$ cat config.mk
export PLATFORM = sky130hd
export DESIGN_NAME = energy_pulse_divider
export DESIGN_NICKNAME = d
export VERILOG_FILES = /design/src/rtl/epd_pkg.sv /design/src/rtl/epd_strobe_sel.sv /design/src/rtl/epd_accum.sv /design/src/rtl/epd_shaper.sv /design/src/rtl/energy_pulse_divider.sv
export SDC_FILE = /design/constraint.sdc
export NUM_CORES = 1
export LEC_CHECK = 0
export BUFFER_PORTS_ARGS = -buffer_cell sky130_fd_sc_hd__buf_2
export CAP_MARGIN = 20
export CORE_ASPECT_RATIO = 0.7
export CORE_UTILIZATION = 60
export CTS_CLUSTER_DIAMETER = 120
export DETAILED_ROUTE_END_ITERATION = 16
export PLACE_DENSITY = 0.92
export SLEW_MARGIN = 20
export SYNTH_ARGS = -nofsm -noshare
export SYNTH_HDL_FRONTEND = slang
export SYNTH_SLANG_ARGS = --single-unit
$ cat constraint.sdc
create_clock -name clk -period 8 [get_ports clk]
set_clock_uncertainty 0.1 [all_clocks]
set_input_delay 0.8 -clock clk [delete_from_list [all_inputs] [get_ports clk]]
set_output_delay 0.8 -clock clk [all_outputs]
set_load 0.1 [all_outputs]
$ cat src/rtl/epd_pkg.sv
package epd_pkg;
  typedef enum logic [1:0] {LOW_NONE, LOW_TIMED, LOW_COUNTED} low_kind_e;

  localparam logic [2:0] SEL_ACT  = 3'b000;
  localparam logic [2:0] SEL_RVAR = 3'b100;
  localparam logic [2:0] SEL_APP  = 3'b010;

  // Effective divisor: zero is promoted to one.
  function automatic logic [16:0] eff_div(input logic [15:0] d);
    return (d == 16'd0) ? 17'd1 : {1'b0, d};
  endfunction

  // Strobes during which a fast pulse stays low: ceil(e/2).
  function automatic logic [16:0] low_span(input logic [16:0] e);
    return (e + 17'd1) >> 1;
  endfunction
endpackage

$ cat src/rtl/epd_strobe_sel.sv
module epd_strobe_sel #(
  parameter int NPH = 3,
  localparam int CW = $clog2(NPH + 1)
) (
  input  logic           clk,
  input  logic           rst_n,
  input  logic [2:0]     sel_qty,
  input  logic [NPH-1:0] phase_en,
  input  logic [NPH-1:0] act_stb,
  input  logic [NPH-1:0] act_neg,
  input  logic [NPH-1:0] rvar_stb,
  input  logic [NPH-1:0] rvar_neg,
  input  logic [NPH-1:0] app_stb,
  input  logic [NPH-1:0] app_neg,
  output logic [CW-1:0]  inc,
  output logic           rev_flag
);
  import epd_pkg::*;

  logic [NPH-1:0] q_stb, q_neg, counted;
  logic           any_counted, top_neg;

  always_comb begin
    q_stb = '0;
    q_neg = '0;
    case (sel_qty)
      SEL_ACT:  begin q_stb = act_stb;  q_neg = act_neg;  end
      SEL_RVAR: begin q_stb = rvar_stb; q_neg = rvar_neg; end
      SEL_APP:  begin q_stb = app_stb;  q_neg = app_neg;  end
      default:  ;
    endcase
    counted = q_stb & phase_en;
  end

  always_comb begin
    inc     = '0;
    top_neg = 1'b0;
    for (int i = 0; i < NPH; i++) begin
      inc = inc + CW'(counted[i]);
      if (counted[i]) top_neg = q_neg[i];
    end
  end

  assign any_counted = |counted;

  always_ff @(posedge clk) begin
    if (!rst_n)           rev_flag <= 1'b0;
    else if (any_counted) rev_flag <= top_neg;
  end

  // the flag only moves when something was counted
  p_rev_hold_r10: assert property (@(posedge clk) disable iff (!rst_n)
    (inc == '0) |=> $stable(rev_flag));
endmodule

$ cat src/rtl/epd_accum.sv
module epd_accum #(
  parameter int DIV_W = 16,
  parameter int NPH   = 3,
  localparam int CW    = $clog2(NPH + 1),
  localparam int ACC_W = DIV_W + 2
) (
  input  logic             clk,
  input  logic             rst_n,
  input  logic [DIV_W-1:0] divisor,
  input  logic [CW-1:0]    inc,
  output logic             fire,
  output logic [ACC_W-1:0] cnt_next,
  output logic [ACC_W-1:0] eff,
  output logic [ACC_W-1:0] span
);
  import epd_pkg::*;

  localparam logic [ACC_W:0] ACC_MAX = {1'b0, {ACC_W{1'b1}}};

  logic [ACC_W-1:0] cnt_q;
  logic [ACC_W:0]   sum, rem;

  assign eff  = ACC_W'(eff_div(divisor));
  assign span = ACC_W'(low_span(eff_div(divisor)));

  always_comb begin
    sum  = {1'b0, cnt_q} + (ACC_W + 1)'(inc);
    fire = (sum >= {1'b0, eff});
    rem  = fire ? (sum - {1'b0, eff}) : sum;
    cnt_next = (rem > ACC_MAX) ? ACC_MAX[ACC_W-1:0] : rem[ACC_W-1:0];
  end

  always_ff @(posedge clk) begin
    if (!rst_n) cnt_q <= '0;
    else        cnt_q <= cnt_next;
  end

  // without strobes and below the divisor the count holds
  p_count_hold_r1: assert property (@(posedge clk) disable iff (!rst_n)
    (inc == '0 && cnt_q < eff) |=> (cnt_q == $past(cnt_q)));
  // a pulse needs either new strobes or a carried residue
  p_fire_cause_r1: assert property (@(posedge clk) disable iff (!rst_n)
    fire |-> (inc != '0 || cnt_q >= eff));
endmodule

$ cat src/rtl/epd_shaper.sv
module epd_shaper #(
  parameter int CLK_HZ = 10_000_000,
  parameter int ACC_W  = 18,
  localparam int US_CYC    = CLK_HZ / 1_000_000,
  localparam int SHORT_CYC = (US_CYC < 1) ? 1 : US_CYC,
  localparam int HOLD_CYC  = (CLK_HZ / 1000) * 80,
  localparam int SLOW_CYC  = (CLK_HZ / 1000) * 160,
  localparam int TW        = $clog2(SLOW_CYC + 2)
) (
  input  logic             clk,
  input  logic             rst_n,
  input  logic             fire,
  input  logic [ACC_W-1:0] eff,
  input  logic [ACC_W-1:0] span,
  input  logic [ACC_W-1:0] cnt_next,
  output logic             pulse_n
);
  import epd_pkg::*;

  localparam logic [TW-1:0] P_SAT = TW'(SLOW_CYC + 1);

  logic [TW-1:0] per_q;
  logic [TW-1:0] low_q;
  low_kind_e     kind_q;
  logic          period_slow, unit_div;

  assign period_slow = (per_q > TW'(SLOW_CYC));
  assign unit_div    = (eff == ACC_W'(1));

  always_ff @(posedge clk) begin
    if (!rst_n) begin
      per_q   <= P_SAT;
      low_q   <= '0;
      kind_q  <= LOW_NONE;
      pulse_n <= 1'b1;
    end else begin
      if (fire)            per_q <= TW'(1);
      else if (per_q != P_SAT) per_q <= per_q + TW'(1);

      if (fire) begin
        pulse_n <= 1'b0;
        if (unit_div) begin
          kind_q <= LOW_TIMED;
          low_q  <= TW'(SHORT_CYC - 1);
        end else if (period_slow) begin
          kind_q <= LOW_TIMED;
          low_q  <= TW'(HOLD_CYC - 1);
        end else begin
          kind_q <= LOW_COUNTED;
        end
      end else begin
        case (kind_q)
          LOW_TIMED: begin
            if (low_q == '0) begin
              pulse_n <= 1'b1;
              kind_q  <= LOW_NONE;
            end else begin
              low_q <= low_q - TW'(1);
            end
          end
          LOW_COUNTED: begin
            if (cnt_next >= span) begin
              pulse_n <= 1'b1;
              kind_q  <= LOW_NONE;
            end
          end
          default: ;
        endcase
      end
    end
  end

  // every pulse event drives the output low
  p_fire_low_r1: assert property (@(posedge clk) disable iff (!rst_n)
    fire |=> !pulse_n);
  // a timed low phase is not cut short
  p_timed_hold_r4: assert property (@(posedge clk) disable iff (!rst_n)
    (kind_q == LOW_TIMED && low_q != '0) |=> !pulse_n);
  // with no low phase pending the output idles high
  p_idle_high_r11: assert property (@(posedge clk) disable iff (!rst_n)
    (kind_q == LOW_NONE && !fire) |=> pulse_n);
endmodule

$ cat src/rtl/energy_pulse_divider.sv
module energy_pulse_divider #(
  parameter int CLK_HZ = 10_000_000,
  parameter int DIV_W  = 16,
  parameter int NPH    = 3,
  localparam int CW    = $clog2(NPH + 1),
  localparam int ACC_W = DIV_W + 2
) (
  input  logic             clk,
  input  logic             rst_n,
  input  logic [2:0]       sel_qty,
  input  logic [NPH-1:0]   phase_en,
  input  logic [DIV_W-1:0] divisor,
  input  logic [NPH-1:0]   act_stb,
  input  logic [NPH-1:0]   act_neg,
  input  logic [NPH-1:0]   rvar_stb,
  input  logic [NPH-1:0]   rvar_neg,
  input  logic [NPH-1:0]   app_stb,
  input  logic [NPH-1:0]   app_neg,
  output logic             pulse_n,
  output logic             rev_flag
);
  import epd_pkg::*;

  logic [CW-1:0]    inc;
  logic             fire;
  logic [ACC_W-1:0] cnt_next, eff, span;
  logic             sel_known;

  epd_strobe_sel #(.NPH(NPH)) u_sel (
    .clk(clk), .rst_n(rst_n), .sel_qty(sel_qty), .phase_en(phase_en),
    .act_stb(act_stb), .act_neg(act_neg), .rvar_stb(rvar_stb),
    .rvar_neg(rvar_neg), .app_stb(app_stb), .app_neg(app_neg),
    .inc(inc), .rev_flag(rev_flag)
  );

  epd_accum #(.DIV_W(DIV_W), .NPH(NPH)) u_acc (
    .clk(clk), .rst_n(rst_n), .divisor(divisor), .inc(inc),
    .fire(fire), .cnt_next(cnt_next), .eff(eff), .span(span)
  );

  epd_shaper #(.CLK_HZ(CLK_HZ), .ACC_W(ACC_W)) u_shp (
    .clk(clk), .rst_n(rst_n), .fire(fire), .eff(eff), .span(span),
    .cnt_next(cnt_next), .pulse_n(pulse_n)
  );

  assign sel_known = (sel_qty == SEL_ACT) || (sel_qty == SEL_RVAR) ||
                     (sel_qty == SEL_APP);

  // divisor zero acts as one, so any counted strobe pulses at once
  p_zero_div_r2: assert property (@(posedge clk) disable iff (!rst_n)
    (divisor == '0 && inc != '0) |=> !pulse_n);
  // unsupported selector codes leave the flag untouched
  p_bad_sel_r7: assert property (@(posedge clk) disable iff (!rst_n)
    !sel_known |=> $stable(rev_flag));
endmodule

After elaboration in Yosys (flattened, before gate mapping):

Index checks and enable logic that the tools add are counted.

* input port bits: 42
* output and inout port bits: 2
* flip-flop bits (word level): 64

* add/subtract/negate cells: 7
* bitwise operators: 2
* order comparisons: 4
* mux-type cells: 25
* reductions and logical operators: 10
* equality and inequality tests: 10

Operators with widths (number)
* 21-bit two-way mux: 7
* 21-bit by 1-bit adder with 21-bit output, second input constant: 1
* 21-bit > comparator, second input constant: 1
* 21-bit logical NOT: 1
* 21-bit != test, second input constant: 1
* 21-bit by 1-bit subtractor with 21-bit output, second input constant: 1
* 18-bit by 2-bit adder with 19-bit output: 1
* 19-bit by 17-bit greater-or-equal comparator with 1-bit output: 1
* 19-bit by 18-bit > comparator with 1-bit output, second input constant: 1
* 19-bit two-way mux: 1
* 19-bit by 17-bit subtractor with 19-bit output: 1
* 18-bit by 16-bit greater-or-equal comparator with 1-bit output: 1
* 18-bit two-way mux: 1
* 3-bit case mux with 3 select lines: 2
* 17-bit by 1-bit adder with 17-bit output, second input constant: 1
* 16-bit by 1-bit equality test with 1-bit output, second input constant: 1
* 16-bit logical NOT: 1
* 16-bit two-way mux: 1
* 2-bit two-way mux: 5
* 1-bit two-way mux: 6
* 3-bit by 2-bit != test with 1-bit output, second input constant: 2
* 3-bit AND reduction: 2
* 2-bit case mux with 2 select lines: 1
* 2-bit nonzero test: 2
* 15 further kinds: 15

Longest topological paths before layout:

* word-level depth: 14
* depth in mapped cells: 33
* depth with buffers taken out: 30

By module:

From an unflattened synthesis, not the netlist that was laid out.

* cell total of the unflattened synthesis: 710
* area total of the unflattened synthesis: 5505.3 µm²

Modules (own cells, without submodules)
* epd_shaper: seq. area each 900.9 µm², cells an instance 346, area each 2743.9 µm², instances 1
* epd_accum: seq. area each 360.3 µm², cells an instance 325, area each 2449.8 µm², instances 1
* epd_strobe_sel: seq. area each 20.0 µm², cells an instance 39, area each 311.5 µm², instances 1

Worst setup path before layout:

Ideal clock, no wire load.

* path kind: input -> register
* start: in sel_qty[1]
* end: reg u_shp.kind_q[1]
* stages: 32
* buffers on the path: 4
* path slack: 1.035 ns
* setup time: 0.060 ns
* data arrival time: 6.805 ns
* path through: clkbuf_1 -> nor2b_1 -> nand2_1 -> o21ai_0 -> nand3b_1 -> ha_1 -> ha_1 -> ha_1 -> fa_1 -> and3_1 -> clkbuf_2 -> and3_2 -> xor2_1 -> ha_1 -> a21o_1 -> nand3_1 -> o211ai_1 -> a211oi_4 -> nand3_1 -> buf_2 -> buf_2 -> nand2_1 -> o21ai_0 -> and2_1 -> ha_1 -> nor3b_1 -> o21ai_0 -> o211ai_1 -> a21o_1 -> a31oi_1 -> o41ai_2 -> o221a_1

* longest elaborated chain between the ends: 13
* elaborated cells between the ends (all ways): 19
* those cells by class: add/sub: 4; order compare: 3; eq/ne: 4; mux: 4; bitwise: 1; reduce/logical: 3

Ends and longest elaborated chain
* start: declaration: RTL line energy_pulse_divider.sv:10 `input logic [2:0] sel_qty,`
* 3-bit by 2-bit equality test with 1-bit output (tied with other cells): RTL line epd_strobe_sel.sv:26 `case (sel_qty)`
* 3-bit case mux with 3 select lines *: RTL line epd_strobe_sel.sv:26
* 3-bit bitwise AND *: RTL line epd_strobe_sel.sv:32 `counted = q_stb & phase_en;`
* 1-bit by 1-bit adder with 2-bit output: RTL line epd_strobe_sel.sv:39 `inc = inc + CW'(counted[i]);`
* 2-bit by 1-bit adder with 2-bit output *: RTL line epd_strobe_sel.sv:39
* 18-bit by 2-bit adder with 19-bit output *: RTL line epd_accum.sv:27 `sum = {1'b0, cnt_q} + (ACC_W + 1)'(inc);`
* 19-bit by 17-bit subtractor with 19-bit output or 19-bit by 17-bit greater-or-equal comparator with 1-bit output (tied branches): RTL line epd_accum.sv:29, epd_accum.sv:28
* 19-bit two-way mux: RTL line epd_accum.sv:29 `rem = fire ? (sum - {1'b0, eff}) : sum;`
* 19-bit by 18-bit > comparator with 1-bit output: RTL line epd_accum.sv:30 `cnt_next = (rem > ACC_MAX) ? ACC_MAX[ACC_W-1:0] : rem[ACC_W-1:0];`
* 18-bit two-way mux: RTL line epd_accum.sv:30
* 18-bit by 16-bit greater-or-equal comparator with 1-bit output: RTL line epd_shaper.sv:62 `if (cnt_next >= span) begin`
* 3-bit by 2-bit != test with 1-bit output (no source line)
* 3-bit AND reduction (no source line)
* end signal: assignment: RTL line epd_shaper.sv:49 `kind_q <= LOW_COUNTED;`
* end signal: assignment: RTL line epd_shaper.sv:56 `kind_q <= LOW_NONE;`
* end signal: assignment: RTL line epd_shaper.sv:64 `kind_q <= LOW_NONE;`
* end: declaration: RTL line epd_shaper.sv:24 `low_kind_e kind_q;`

Every way passes the cells marked *; elsewhere a longest branch is shown, timed or not.
A chain may end at the register's enable or synchronous reset.

Worst setup path in the final report:

* start: in sel_qty[1]
* end: reg u_shp.pulse_n

* longest elaborated chain between the ends: 13
* elaborated cells between the ends (all ways): 19
* those cells by class: add/sub: 4; order compare: 3; eq/ne: 4; mux: 4; bitwise: 1; reduce/logical: 3

Ends and longest elaborated chain
* 3-bit by 2-bit equality test with 1-bit output (tied with other cells): RTL line epd_strobe_sel.sv:26
* 3-bit case mux with 3 select lines *: RTL line epd_strobe_sel.sv:26
* 3-bit bitwise AND *: RTL line epd_strobe_sel.sv:32
* 1-bit by 1-bit adder with 2-bit output: RTL line epd_strobe_sel.sv:39
* 2-bit by 1-bit adder with 2-bit output *: RTL line epd_strobe_sel.sv:39
* 18-bit by 2-bit adder with 19-bit output *: RTL line epd_accum.sv:27
* 19-bit by 17-bit subtractor with 19-bit output or 19-bit by 17-bit greater-or-equal comparator with 1-bit output (tied branches): RTL line epd_accum.sv:29, epd_accum.sv:28
* 19-bit two-way mux: RTL line epd_accum.sv:29
* 19-bit by 18-bit > comparator with 1-bit output: RTL line epd_accum.sv:30
* 18-bit two-way mux: RTL line epd_accum.sv:30
* 18-bit by 16-bit greater-or-equal comparator with 1-bit output: RTL line epd_shaper.sv:62
* 3-bit by 2-bit != test with 1-bit output (no source line)
* 3-bit AND reduction (no source line)
* end signal: assignment: RTL line epd_shaper.sv:35 `pulse_n <= 1'b1;`
* end signal: assignment: RTL line epd_shaper.sv:55 `pulse_n <= 1'b1;`
* end signal: assignment: RTL line epd_shaper.sv:63 `pulse_n <= 1'b1;`
* end: declaration: RTL line epd_shaper.sv:16 `output logic pulse_n`

Marked as above.

==> impl_metrics.py <==
metrics = {
    "cells_and_area": {
        "nFillCells": 651,
        "syn_to_final_growth_pct": 11.1,
        "fin_cells": 837,
        "nets": 797,
        "drive_gt1_frac": 0.127,
        "fin_util": 0.698,
        "antennaDiodeCount": 0,
    },
    "power": {
        "p_comb_frac": 0.597,
        "vdd_ir_drop_max_uv": 308,
        "power.switching_w": 0.00112,
        "swShare": 0.468,
        "clkPwrFrac": 0.191,
        "power_leakage_nw": 2.55,
        "intPower_w": 0.00127,
        "seq_power_share": 0.213,
        "power_density_mw_per_mm2": 400,
    },
    "status": {
        "outcome": "complete, no violations",
    },
    "global_routing": {
        "grt_max_degree": 45,
        "grtUsageTotal": 0.310,
        "grt_pass1_wl_um": 22300,
        "grt_overflow": 0,
        "first_global_vias": 4782,
        "grt_antenna_before_repair": 0,
    },
    "routing": {
        "route.met2.wl_um": 6290,
        "via_per_inst": 6.23,
        "dr_total_vias": 5216,
        "firstDrtPassIters": 6,
        "wl_met3_um": 1210,
        "dr.max_layer_used": "met4",
        "wl_um": 13800,
        "drtAntennaViolNets": 0,
        "post_drt_wl_per_cell_um": 16.5,
        "met1_length_um": 6080,
        "drt-initial-drc-count": 578,
        "drc": 0,
    },
    "die": {
        "dieArea_mm2": 0.00933,
        "core_mm2": 0.00855,
        "pin_count": 44,
        "dieWidth_um": 115,
        "row_count": 28,
        "initial_core_util": 0.628,
        "die_height_um": 81.1,
    },
    "worst_setup_path": {
        "critPathKind": "input pin to register",
        "cp.arrival_ns": 7.61,
        "cpMaxStageDelayCell": "a221o_2",
        "cp.required_ns": 8.06,
        "critPathMaxFanout": 20,
        "r2r_cells": 23,
        "cp-end-kind": "register",
        "cp-start-kind": "input pin",
        "timing.critical_path.mode_cell": "ha_1",
        "slowest_delay_ns": 0.49,
    },
    "yosys": {
        "synth_fp_nets": 765,
        "async_flop_share": 0,
        "synth_top_area_cell": "dfxtp_1",
        "synth_cell_types": 74,
        "synth.top_cell.area_share": 0.239,
        "yosysSeqAreaShare": 0.239,
        "syn_inst": 680,
        "ys_warn_count": 0,
        "syn_area_per_cell_um2": 7.89,
        "synth_area_leaders": "dfxtp_1 24%, ha_1 9.6%, xnor2_1 7.5%, nand2_1 5.2%, nor2_1 4.0%",
        "synth_edf_count": 0,
        "ys.flop_type": "dfxtp_1",
        "ys_ff_latch": 64,
        "syn_area_mm2": 0.00537,
    },
    "cts": {
        "cts-root-buf": "clkbuf_16",
        "cts_tree": "done",
        "clk_latency_ns": 0.34,
        "cts_buffer_depth": 2,
        "cts_sinks": 64,
        "cts_max_level": 3,
        "cts_made_buffers": 9,
        "clk_pin_slew_worst_paths_ns": 0.05,
    },
    "place": {
        "placedCellCount": 821,
        "place.gp.congestion": 1.04,
        "portBuffers": 43,
        "hpwlAfterDp_um": 10300,
    },
    "timing": {
        "setup_viol": 0,
        "tns_ns": 0,
        "period_minus_slack_ns": 7.54,
        "timing.fmax_ghz": 0.133,
        "worst_pin_slew_ns": 0.757,
        "drv_slew": 0,
        "finalCritPeriodShare": 0.943,
        "fin_hold_ws_ns": 0.391,
        "hold_violations": 0,
        "rsz0062_at_grt": "false",
        "slew_headroom": 0.495,
    },
    "min_path": {
        "hp-class": "register to register",
        "worstHoldPathCells": 2,
    },
    "flow_run": {
        "maxCapViolations": 0,
    },
}
-- power by group through the flow --
stage               clock, W  combinational, W  sequential (W)
floorplan                  0           0.00108        0.000504
global placement           0           0.00131        0.000500
detailed placement         0           0.00136        0.000507
CTS                 0.000460           0.00138        0.000502
global route        0.000475           0.00156        0.000518
finish              0.000456           0.00142        0.000507
-- metrics by stage --
step / cell area [um2] / total power (W) / worst slack, ns
global placement: 5610 / 0.00181 / 0.629
finish: 5970 / 0.00239 / 0.458
detailed placement: 5610 / 0.00187 / 0.225
floorplan: 5370 / 0.00158 / 1.03
global route: 5970 / 0.00256 / 0.0389
CTS: 5960 / 0.00234 / 0.501
-- cell families after synthesis --
kind of cell	count (synthesis)	share of synthesized area
buffers and inverters	55	0.0476
multiplexers	12	0.0226
flip-flops	64	0.239
AND/OR/NAND/NOR	276	0.270
AO/OA/AOI/OAI	164	0.211
adder cells (fa/ha/maj)	43	0.103
XOR/XNOR	66	0.108
-- path summary, 6_finish.rpt --
check | to | slack (ns) | start
hold / removal | u_shp.low_q[10]$_SDFFE_PN0P_ | 0.39 | u_shp.low_q[10]$_SDFFE_PN0P_
hold reg to reg | u_shp.low_q[10]$_SDFFE_PN0P_ | 0.39 | u_shp.low_q[10]$_SDFFE_PN0P_
setup reg to reg | u_shp.pulse_n$_SDFFE_PN1P_ | 1.80 | u_acc.cnt_q[0]$_SDFF_PN0_
setup / recovery | u_shp.pulse_n$_SDFFE_PN1P_ | 0.46 | sel_qty[1]
-- cell usage after synthesis (all sizes together), types with 13 or more instances --
master	n
nand2	75
dfxtp	64
nor2	57
xnor2	46
ha	41
o21ai	41
nand3	39
a21oi	30
inv	30
a21boi	22
xor2	20
nand4	15
buf	14
and3	13
-- flip-flops by register name, summed over array words and instances, names as in the netlist --
name            cells
u_shp.pulse_n       1
u_acc.cnt_q        18
u_shp.per_q        21
u_shp.low_q        21
u_shp.kind_q        2
u_sel.rev_flag      1
-- per-layer routing --
metal	vias to the layer above	GRT usage
met4	0	0.101
met2	260	0.517
met3	33	0.0851
met5	-	0
met1	2410	0.390
li1	2513	-
-- cell usage in the layout (no fill, tap or decap), types with 4 or more instances in the layout --
cell	count
o21a_1	7
nand4_1	13
a31oi_1	8
nor4_1	7
inv_1	30
nand4b_1	5
and3_1	11
a21oi_1	30
nor2b_1	7
clkbuf_16	9
or3_1	4
a21o_1	10
nor2_1	57
or4_1	7
nand2b_1	6
o21ai_0	37
nand2_1	75
ha_1	41
buf_2	43
mux2i_1	11
and2_1	9
xor2_1	20
xnor2_1	46
o31ai_1	4
o21ai_1	4
nand3_1	37
o211ai_1	10
nor3_1	9
a21boi_0	10
dfxtp_1	64
nand3b_1	4
a21boi_1	10
-- repair_timing --
item,CTS,global route
buffers inserted,0,0
hold buffers,0,0
setup endpoints to repair,0,2
resized for setup,0,1
-- area by class of cell --
class | count | area [um2] | share of cell area
Clock buffer | 11 | 243 | 0.0407
Clock inverter | 5 | 104 | 0.0174
Inverter | 30 | 113 | 0.0189
Multi-Input combinational cell | 561 | 3840 | 0.643
Sequential cell | 64 | 1280 | 0.215
Tap cell | 120 | 150 | 0.0252
Timing Repair Buffer | 46 | 238 | 0.0398
-- worst max-delay path, delay by kind of cell --
kind / cells / cell delay [ns]
compound gates: 12 / 2.51
xor+xnor: 1 / 0.15
fa+ha+maj: 6 / 1.96
buf+inv: 1 / 0.17
simple gates: 9 / 2.04
Power figures use the tool's default switching activity.
